$ cat src/rtl/nhc_pkg.sv
package nhc_pkg;
  localparam int REG_W = 32;
  localparam int BYTE_W = 8;
  localparam int BYTES_PER_WORD = REG_W / BYTE_W;

  localparam int A_CTL  = 0;
  localparam int A_CMD  = 1;
  localparam int A_ADR  = 2;
  localparam int A_STAT = 3;
  localparam int A_DATA = 4;
  localparam int A_CFG  = 8;

  localparam int CTL_REL_BIT = 2;
  localparam int CTL_ECC_BIT = 3;

  typedef enum logic [1:0] {
    K_CMD = 2'd0,
    K_ADR = 2'd1,
    K_WR  = 2'd2,
    K_RD  = 2'd3
  } cyc_kind_e;

  typedef enum logic [1:0] {
    S_IDLE = 2'd0,
    S_LOW  = 2'd1,
    S_HIGH = 2'd2
  } seq_state_e;
endpackage

$ cat src/rtl/nhc_sync.sv
module nhc_sync #(
  parameter int STAGES = 2
) (
  input  logic clk,
  input  logic rst_n,
  input  logic d,
  output logic q
);
  logic [STAGES-1:0] stg;

  always_ff @(posedge clk or negedge rst_n) begin
    if (!rst_n) stg <= '0;
    else        stg <= {stg[STAGES-2:0], d};
  end

  assign q = stg[STAGES-1];
endmodule

$ cat src/rtl/nhc_regs.sv
module nhc_regs
  import nhc_pkg::*;
#(
  parameter int NUM_CS = 4,
  parameter int AW = 4,
  parameter int CFG_RESET = 2,
  localparam int CSW = (NUM_CS > 1) ? $clog2(NUM_CS) : 1
) (
  input  logic                         clk,
  input  logic                         rst_n,
  input  logic                         wr_en,
  input  logic [AW-1:0]                addr,
  input  logic [REG_W-1:0]             wdata,
  output logic [CSW-1:0]               bank,
  output logic                         ce_off,
  output logic                         ecc_pulse,
  output logic [NUM_CS-1:0][REG_W-1:0] cfg
);
  logic ctl_wr;
  assign ctl_wr = wr_en && (addr == AW'(A_CTL));

  always_ff @(posedge clk or negedge rst_n) begin
    if (!rst_n) begin
      bank      <= '0;
      ce_off    <= 1'b1;
      ecc_pulse <= 1'b0;
    end else begin
      ecc_pulse <= ctl_wr && wdata[CTL_ECC_BIT];
      if (ctl_wr) begin
        bank   <= wdata[CSW-1:0];
        ce_off <= wdata[CTL_REL_BIT];
      end
    end
  end

  for (genvar i = 0; i < NUM_CS; i++) begin : g_cfg
    always_ff @(posedge clk or negedge rst_n) begin
      if (!rst_n)
        cfg[i] <= REG_W'(CFG_RESET);
      else if (wr_en && (addr == AW'(A_CFG + i)))
        cfg[i] <= wdata;
    end
  end
endmodule

$ cat src/rtl/nhc_seq.sv
module nhc_seq
  import nhc_pkg::*;
#(
  parameter int TW = 4
) (
  input  logic              clk,
  input  logic              rst_n,
  input  logic              start,
  input  cyc_kind_e         kind_i,
  input  logic [REG_W-1:0]  wdata,
  input  logic [TW-1:0]     pulse,
  input  logic [BYTE_W-1:0] dq_i,
  output logic              busy,
  output logic              done,
  output cyc_kind_e         kind_o,
  output logic [REG_W-1:0]  word_o,
  output logic              we_n,
  output logic              re_n,
  output logic              cle,
  output logic              ale,
  output logic [BYTE_W-1:0] dq_o,
  output logic              dq_oe
);
  localparam int NBW = $clog2(BYTES_PER_WORD);

  seq_state_e        st;
  cyc_kind_e         kind;
  logic [TW-1:0]     tmr;
  logic [TW-1:0]     plen;
  logic [NBW-1:0]    left;
  logic [REG_W-1:0]  sh;
  logic              is_data;

  assign is_data = (kind_i == K_WR) || (kind_i == K_RD);
  assign done    = (st == S_HIGH) && (tmr == '0) && (left == '0);

  always_ff @(posedge clk or negedge rst_n) begin
    if (!rst_n) begin
      st   <= S_IDLE;
      kind <= K_CMD;
      tmr  <= '0;
      plen <= '0;
      left <= '0;
      sh   <= '0;
    end else begin
      unique case (st)
        S_IDLE: begin
          if (start) begin
            st   <= S_LOW;
            kind <= kind_i;
            plen <= pulse;
            tmr  <= pulse - TW'(1);
            left <= is_data ? NBW'(BYTES_PER_WORD - 1) : '0;
            sh   <= is_data ? wdata : {wdata[BYTE_W-1:0], {(REG_W-BYTE_W){1'b0}}};
          end
        end
        S_LOW: begin
          if (tmr == '0) begin
            st  <= S_HIGH;
            tmr <= plen - TW'(1);
            if (kind == K_RD) sh <= {sh[REG_W-BYTE_W-1:0], dq_i};
          end else begin
            tmr <= tmr - TW'(1);
          end
        end
        S_HIGH: begin
          if (tmr == '0) begin
            if (left == '0) begin
              st <= S_IDLE;
            end else begin
              st   <= S_LOW;
              left <= left - NBW'(1);
              tmr  <= plen - TW'(1);
              if (kind != K_RD) sh <= {sh[REG_W-BYTE_W-1:0], {BYTE_W{1'b0}}};
            end
          end else begin
            tmr <= tmr - TW'(1);
          end
        end
        default: st <= S_IDLE;
      endcase
    end
  end

  assign busy   = (st != S_IDLE);
  assign kind_o = kind;
  assign word_o = sh;
  assign we_n   = !((st == S_LOW) && (kind != K_RD));
  assign re_n   = !((st == S_LOW) && (kind == K_RD));
  assign cle    = busy && (kind == K_CMD);
  assign ale    = busy && (kind == K_ADR);
  assign dq_oe  = busy && (kind != K_RD);
  assign dq_o   = dq_oe ? sh[REG_W-1 -: BYTE_W] : '0;
endmodule

$ cat src/rtl/nand_host_ctrl.sv
module nand_host_ctrl
  import nhc_pkg::*;
#(
  parameter int NUM_CS = 4,
  parameter int AW = 4,
  parameter int TW = 4,
  parameter int CFG_RESET = 2,
  localparam int CSW = (NUM_CS > 1) ? $clog2(NUM_CS) : 1
) (
  input  logic              clk,
  input  logic              rst_n,
  input  logic              req_valid,
  output logic              req_ready,
  input  logic              req_write,
  input  logic [AW-1:0]     req_addr,
  input  logic [REG_W-1:0]  req_wdata,
  output logic [REG_W-1:0]  req_rdata,
  output logic [NUM_CS-1:0] nand_ce_n,
  output logic              nand_cle,
  output logic              nand_ale,
  output logic              nand_we_n,
  output logic              nand_re_n,
  output logic [BYTE_W-1:0] nand_dq_o,
  output logic              nand_dq_oe,
  input  logic [BYTE_W-1:0] nand_dq_i,
  input  logic              nand_rb,
  output logic              ecc_clr
);
  logic                         seq_busy, seq_done, seq_start;
  cyc_kind_e                    seq_kind_q, start_kind;
  logic [REG_W-1:0]             seq_word;
  logic [CSW-1:0]               bank;
  logic                         ce_off, rb_s, rd_done;
  logic [NUM_CS-1:0][REG_W-1:0] cfg;
  logic [TW-1:0]                pulse_raw, pulse;
  logic                         at_data_rd, acc, wr_acc, wr_start, rd_start;

  assign at_data_rd = !req_write && (req_addr == AW'(A_DATA));
  assign req_ready  = !seq_busy && (!at_data_rd || rd_done);
  assign acc        = req_valid && req_ready;
  assign wr_acc     = acc && req_write;
  assign wr_start   = wr_acc && ((req_addr == AW'(A_CMD)) ||
                                 (req_addr == AW'(A_ADR)) ||
                                 (req_addr == AW'(A_DATA)));
  assign rd_start   = req_valid && at_data_rd && !seq_busy && !rd_done;
  assign seq_start  = wr_start || rd_start;

  always_comb begin
    start_kind = K_RD;
    if (req_write) begin
      if (req_addr == AW'(A_CMD))      start_kind = K_CMD;
      else if (req_addr == AW'(A_ADR)) start_kind = K_ADR;
      else                             start_kind = K_WR;
    end
  end

  always_ff @(posedge clk or negedge rst_n) begin
    if (!rst_n)                               rd_done <= 1'b0;
    else if (seq_done && seq_kind_q == K_RD)  rd_done <= 1'b1;
    else if (acc && at_data_rd)               rd_done <= 1'b0;
  end

  nhc_regs #(.NUM_CS(NUM_CS), .AW(AW), .CFG_RESET(CFG_RESET)) u_regs (
    .clk(clk), .rst_n(rst_n), .wr_en(wr_acc), .addr(req_addr),
    .wdata(req_wdata), .bank(bank), .ce_off(ce_off),
    .ecc_pulse(ecc_clr), .cfg(cfg)
  );

  nhc_sync #(.STAGES(2)) u_rb_sync (
    .clk(clk), .rst_n(rst_n), .d(nand_rb), .q(rb_s)
  );

  assign pulse_raw = cfg[bank][TW-1:0];
  assign pulse     = (pulse_raw == '0) ? TW'(1) : pulse_raw;

  nhc_seq #(.TW(TW)) u_seq (
    .clk(clk), .rst_n(rst_n), .start(seq_start), .kind_i(start_kind),
    .wdata(req_wdata), .pulse(pulse), .dq_i(nand_dq_i),
    .busy(seq_busy), .done(seq_done), .kind_o(seq_kind_q), .word_o(seq_word),
    .we_n(nand_we_n), .re_n(nand_re_n), .cle(nand_cle), .ale(nand_ale),
    .dq_o(nand_dq_o), .dq_oe(nand_dq_oe)
  );

  for (genvar i = 0; i < NUM_CS; i++) begin : g_ce
    assign nand_ce_n[i] = ce_off || (bank != CSW'(i));
  end

  always_comb begin
    req_rdata = '0;
    if (req_addr == AW'(A_CTL))
      req_rdata = {{(REG_W-3){1'b0}}, ce_off, 2'(bank)};
    else if (req_addr == AW'(A_STAT))
      req_rdata = {{(REG_W-1){1'b0}}, rb_s};
    else if (req_addr == AW'(A_DATA))
      req_rdata = seq_word;
    for (int i = 0; i < NUM_CS; i++)
      if (req_addr == AW'(A_CFG + i)) req_rdata = cfg[i];
  end
endmodule

$ cat config.mk
export PLATFORM = sky130hd
export DESIGN_NAME = nand_host_ctrl
export DESIGN_NICKNAME = d
export VERILOG_FILES = /design/src/rtl/nhc_pkg.sv /design/src/rtl/nhc_sync.sv /design/src/rtl/nhc_regs.sv /design/src/rtl/nhc_seq.sv /design/src/rtl/nand_host_ctrl.sv
export SDC_FILE = /design/constraint.sdc
export NUM_CORES = 1
export LEC_CHECK = 0
export BUFFER_PORTS_ARGS = -buffer_cell sky130_fd_sc_hd__buf_2
export CAP_MARGIN = 10
export CELL_PAD_IN_SITES_DETAIL_PLACEMENT = 1
export CELL_PAD_IN_SITES_GLOBAL_PLACEMENT = 1
export CORE_MARGIN = 2
export CORE_UTILIZATION = 50
export DETAILED_ROUTE_END_ITERATION = 10
export PLACE_DENSITY_LB_ADDON = 0.1
export SLEW_MARGIN = 10
export SYNTH_ARGS = -nofsm -noshare
export SYNTH_HDL_FRONTEND = slang
export SYNTH_SLANG_ARGS = --single-unit
$ cat constraint.sdc
create_clock -name clk -period 3.8 [get_ports clk]
set_input_delay 0.19 -clock clk [delete_from_list [all_inputs] [get_ports clk]]
set_output_delay 0.19 -clock clk [all_outputs]
set_load 0.03 [all_outputs]
After elaboration in Yosys (flattened, before gate mapping)
Cells that the tools add are included.

operators by class
  eq/ne operators = 25
  muxes and demuxes = 39
  add/sub/neg operators = 4
  $lt $le $gt $ge = 1
  reductions and logical operators = 54

operator list
  cell                 number
  $mux 32              14
  $pmux 32 s3          1
  $bmux 32 s2          1
  $mux 4               6
  $logic_and 1x1->1    23
  $mux 2               10
  $eq 4x4->1 const B   4
  $ne 2x2->1 const B   8
  $logic_not 4->1      3
  $pmux 4 s3           1
  $sub 4x1->4 const B  3
  $logic_or 1x1->1     9
  $eq 2x2->1 const B   4
  $eq 4x2->1 const B   2
  $mux 8               1
  $reduce_bool 2->1    4
  $reduce_and 7->1     1
  $logic_not 1->1      6
  $logic_not 2->1      3
  $pmux 2 s3           1
  $reduce_and 3->1     2
  $eq 2x1->1 const B   2
  $eq 4x1->1 const B   1
  $eq 4x3->1 const B   1
  other kinds (9)      12

word-level totals
  bits in registers = 181
  input port bits = 49
  word-level logic and storage cells = 138

Longest topological paths before layout
  depth after elaboration = 11
  mapped depth = 10
  mapped depth without buffers = 7

Hierarchy
Synthesis repeated with hierarchy kept, for this count alone.

unflattened totals
  cells, all modules = 800
  area total of the unflattened synthesis = 9593.0 µm²

by module, submodules not included
  module          cells each  instances  area each (µm²)
  nhc_regs        285         1          5262.5
  nhc_seq         263         1          2578.7
  nand_host_ctrl  250         1          1701.6
  nhc_sync        2           1          50.0

Worst setup path before layout
Ideal clock, no wire load.

  path type = register -> register
  from = register u_seq.st[0]
  to = register u_seq.sh[15], in the netlist u_seq.word_o[15]
  stages on the path, launching flop included = 10
  buffers on the path = 3
  setup time = 125 ps
  required time = 3675 ps
  data arrival time = 1961 ps
  path slack = 1714 ps
  cells stage by stage = dfrtp_1 -> inv_1 -> ha_1 -> clkbuf_1 -> nor2_1 -> nor2b_1 -> clkbuf_1 -> clkbuf_1 -> a22o_1 -> mux2_4

between the ends
  word-level cells in the longest chain between the ends = 9
  elaborated cells on any way between the ends = 21
  classes of those cells = eq/ne: 8; mux: 1; reduce/logical: 12

RTL lines
  element                     line                                        text
  start: declaration          nhc_seq.sv:26                               seq_state_e st;
  start signal: assignment    nhc_seq.sv:39                               st <= S_IDLE;
  start signal: assignment    nhc_seq.sv:49                               st <= S_LOW;
  start signal: assignment    nhc_seq.sv:59                               st <= S_HIGH;
  $reduce_bool 2->1           nhc_seq.sv:85                               assign busy = (st != S_IDLE);
  $logic_not 1->1             nand_host_ctrl.sv:39, nand_host_ctrl.sv:45
  $logic_and 1x1->1           nand_host_ctrl.sv:39                        assign req_ready = !seq_busy && (!at_data_rd || rd_done);
  $logic_and 1x1->1           nand_host_ctrl.sv:40                        assign acc = req_valid && req_ready;
  $logic_and 1x1->1           nand_host_ctrl.sv:41                        assign wr_acc = acc && req_write;
  $logic_and 1x1->1           nand_host_ctrl.sv:42                        assign wr_start = wr_acc && ((req_addr == AW'(A_CMD)) ||
  $logic_or 1x1->1            nand_host_ctrl.sv:46                        assign seq_start = wr_start || rd_start;
  $ne 2x2->1 (no line)        -
  $reduce_and 7->1 (no line)  -
  end signal: assignment      nhc_seq.sv:54                               sh <= is_data ? wdata : {wdata[BYTE_W-1:0], {(REG_W-BYTE_W){1'b0}}};
  end signal: assignment      nhc_seq.sv:61                               if (kind == K_RD) sh <= {sh[REG_W-BYTE_W-1:0], dq_i};
  end signal: assignment      nhc_seq.sv:74                               if (kind != K_RD) sh <= {sh[REG_W-BYTE_W-1:0], {BYTE_W{1'b0}}};
  end: declaration            nhc_seq.sv:31                               logic [REG_W-1:0] sh;

Several ways; a longest one is shown, not always the timed one.
A chain may end at the register's enable or synchronous reset.

Final worst setup path
  from = input port req_addr[3]
  to = output port req_rdata[25]

between the ends
  word-level cells in the longest chain between the ends = 8
  elaborated cells on any way between the ends = 14
  classes of those cells = eq/ne: 6; mux: 7; reduce/logical: 1

RTL lines
  element                line                  text
  start: declaration     nand_host_ctrl.sv:15  input logic [AW-1:0] req_addr,
  $eq 4x3->1             nand_host_ctrl.sv:94  else if (req_addr == AW'(A_DATA))
  $mux 32                nand_host_ctrl.sv:94
  $mux 32                nand_host_ctrl.sv:92  else if (req_addr == AW'(A_STAT))
  $mux 32                nand_host_ctrl.sv:90  if (req_addr == AW'(A_CTL))
  $mux 32 (3 in series)  nand_host_ctrl.sv:97  if (req_addr == AW'(A_CFG + i)) req_rdata = cfg[i];
  $mux 32 *              nand_host_ctrl.sv:97
  end: declaration       nand_host_ctrl.sv:17  output logic [REG_W-1:0] req_rdata,

Mark *: on every way between the ends. The rest lies on a longest branch, timed or not.

==> out/metrics.csv <==
stage,metric,value,unit
timing,max_slew_margin,36.1,%
cts,clk_latency,0.43,ns
power,peakVddDrop,0.000428,V
floorplanning,die_h,137,um
cts,clock-sinks,181,
cts,clockBufferDepth,2,
synth,synth_simple_gate_area_share,7.02,%
synth,synth_edf_count,0,
synth,ys_ff_latch,181,
synth,synth_seq_area_share,51.0,%
cts,cts-root-buf,clkbuf_16,
synth,synth.top_cell.area_share,49.5,%
global_route,overflow,0,
detailed_routing,dr_total_vias,6312,
floorplanning,chipWidth,137,um
power,p_per_area,751,mW/mm^2
synth,yosysTopAreaCell,dfrtp_1,
detailed_routing,detail-route-antenna-nets,0,
setup_path,worstSetupStartpointType,primary input,
timing,final_max_slew_viol_count,0,
floorplanning,initial_core_util,51.2,%
timing,worstMarginPinSlew,0.959,ns
synth,synth_top_family_by_area,multiplexers,
global_route,grt_use_total,27.3,%
power,p_leak,5.00,nW
cells_and_area,drive_above_1_share,43.1,%
synth,synth_adder_area_share,0.985,%
cts,cts_resized,0,
detailed_routing,drtIter0Drc,466,
setup_path,crit_arrival,2.65,ns
synth,synth_nets,745,
synth,synthTopCellsByArea,"dfrtp_1 (50%), mux2_2 (17%), mux2_4 (5.1%), a222oi_1 (3.3%), a22oi_1 (2.4%)",
cts,path_clk_slew,0.07,ns
detailed_routing,drt-total-wl,24.4,mm
synth,synth-compound-area-share,12.2,%
synth,synth_top_flop_cell,dfrtp_1,
cells_and_area,fillers,1763,
synth,synth_xor_area_share,0.380,%
timing,tns,0,ns
placed_design,hpwlAfterDp,16.7,mm
synth,ys_warn_count,0,
cts,htree_levels,4,
setup_path,worstSetupPathType,primary input to output port,
setup_path,crit_top_cell,buf_2,
synth,syn-instance-count,689,
timing,whs,0.0573,ns
floorplanning,core,0.0174,mm^2
timing,hold_viol_final,0,
cells_and_area,area_growth,15.1,%
setup_path,crit_slowest_cell,nor2_2,
synth,synth_area,0.00889,mm^2
setup_path,max_stage_delay,0.73,ns
min_path,hold_path.class,primary input to flop,
floorplanning,rows,48,
synth,syn_area_per_cell,12.9,um^2
setup_path,crit_fanout,17,
global_route,grt_pass1_wl,38.6,mm
cts,cts_made_buffers,17,
detailed_routing,drtPass1Iterations,7,
placed_design,place_congestion,0.809,
setup_path,crit_required,3.61,ns
timing,finalCriticalPeriod,2.84,ns
timing,fin_ws,0.958,ns
timing,fin_crit_sh,74.8,%
global_route,grt_pass1_vias,6766,
timing,fmax,0.352,GHz
outcome,status,"finished, final reports clean",
placed_design,pre_cts_ws,1.04,ns
cts,postCtsSetupRepairBufs,0,
cells_and_area,postLayoutCellArea,0.0102,mm^2
cells_and_area,antennaDiodeCount,0,
synth,synthArstFlopShare,100,%
job,maxCapViolations,0,
floorplanning,ioPinCount,100,
floorplanning,dieArea,0.0189,mm^2
global_route,antenna_found_initial,0,
cts,cts_tree,done,
synth,synth.area.mux_share,24.9,%
detailed_routing,drcViolationCount,0,
timing,finalSetupViolCount,0,
placed_design,dpl_cell_area,0.00963,mm^2
detailed_routing,viasPerCell,6.20,
cells_and_area,fin_util,59.0,%
cells_and_area,final_nets,836,
timing,rsz0062_at_grt,no,
cells_and_area,final_cell_mix,"dfrtp_1 (176), mux2_2 (133), buf_2 (98), nand2_1 (46), mux2_4 (30)",
cells_and_area,final_common_cell,dfrtp_1,
placed_design,portBuffers,99,
global_route,grt_max_degree,81,
setup_path,crit_chain,buf_2 > nor2b_1 > nand2_1 > nor2_2 > buf_4 > a222oi_1 > a31oi_1 > buf_2,
synth,post_synth_num_cell_types,54,
setup_path,endpoint_kind,output port,
detailed_routing,drt-wirelength-per-cell,23.9,um
timing,skew,0.00844,ns
==> metal layers <==
layer | vias up | GRT usage (%) | wire [um]
met5 | - | 0 | 0
met4 | 0 | 8.13 | 411
met3 | 29 | 5.04 | 1270
met2 | 181 | 44.6 | 11900
met1 | 3321 | 37.4 | 10800
li1 | 2781 | - | -
==> power breakdown <==
| group | internal (W) | switching (W) |
|---|---|---|
| clock | 0.000978 | 0.000777 |
| combinational | 0.00140 | 0.00144 |
| sequential | 0.00257 | 0.000514 |
==> critical path, delay by kind of cell <==
family | cells | cell delay, ns
AOI/OAI and AO/OA | 2 | 0.34
buffers and inverters | 3 | 0.88
and+or+nand+nor | 3 | 1.21
==> final timing paths <==
check / from / endpoint / slack (ns) / cells past startpoint
worst max-delay path: req_addr[3] / req_rdata[25] / 0.96 / 8
worst min-delay path: req_wdata[20] / u_regs.cfg[52] / 0.06 / 2
worst max register to register: u_seq.st[0] / u_seq.word_o[26] / 1.00 / 6
worst min register to register: u_rb_sync.stg[0] / u_rb_sync.stg[1] / 0.36 / 0
max in group asynchronous: rst_n / u_seq.word_o[17] / 2.53 / 3
min in group asynchronous: rst_n / u_seq.plen[1] / 0.37 / 2
==> timing repair <==
item | 4_1_cts | 5_1_grt
hold buffers | 2 | 0
setup endpoints to repair | 0 | 0
endpoints found under the hold margin | 75 | 0
==> cells by family (layout without fill, tap and decap cells) <==
family          count (synthesis)  count (layout)
mux                           184             184
flops                         181             181
compound gates                135             135
simple gates                  118             118
buf+inv                        61             165
fa+ha+maj                       7               7
xor+xnor                        3               3
==> cells in the mapped netlist, drive strengths merged (2+ instances only) <==
master and count:
nor4b 4, o31ai 2, and2 11, nor3 7, a21oi 16, a22oi 29
clkbuf 25, nor2b 2, or4b 2, a222oi 29, xor2 3, inv 11
dfstp 5, buf 25, dfrtp 176, nand3 6, and3 5, nor4 2
a22o 24, mux2i 10, mux2 170, mux4 4, a31oi 8, a21o 3
o211ai 2, ha 7, nor2 21, nand3b 4, nand2 46, nand2b 4
o21ai 14, o22ai 2, a221oi 2
==> final cells by class <==
class / count / area, um^2 / area share, %
clock buffer: 19 / 433 / 4.23
tap: 225 / 282 / 2.75
sequential: 181 / 4540 / 44.3
clock inverter: 13 / 146 / 1.43
inverter: 11 / 41.3 / 0.404
timing repair buffer: 122 / 712 / 6.96
multi-input combinational: 447 / 4080 / 39.9
==> flip-flops by register name (all words and copies together) (netlist names) <==
register,flops
u_regs.cfg,128
u_regs.ecc_pulse,1
rd_done,1
u_regs.bank,2
u_seq.tmr,4
u_seq.left,2
u_seq.plen,4
u_seq.st,2
u_rb_sync.stg,2
u_seq.kind_o,2
u_regs.ce_off,1
u_seq.word_o,32
==> stage by stage <==
step | power [W] | std cells
2_1_floorplan | 0.00515 | 689
3_3_place_gp | 0.00575 | 982
3_5_place_dp | 0.00593 | 984
4_1_cts | 0.00773 | 1018
5_1_grt | 0.00810 | 1018
6_report | 0.00768 | 1018
(Power assumes the default switching activity.)
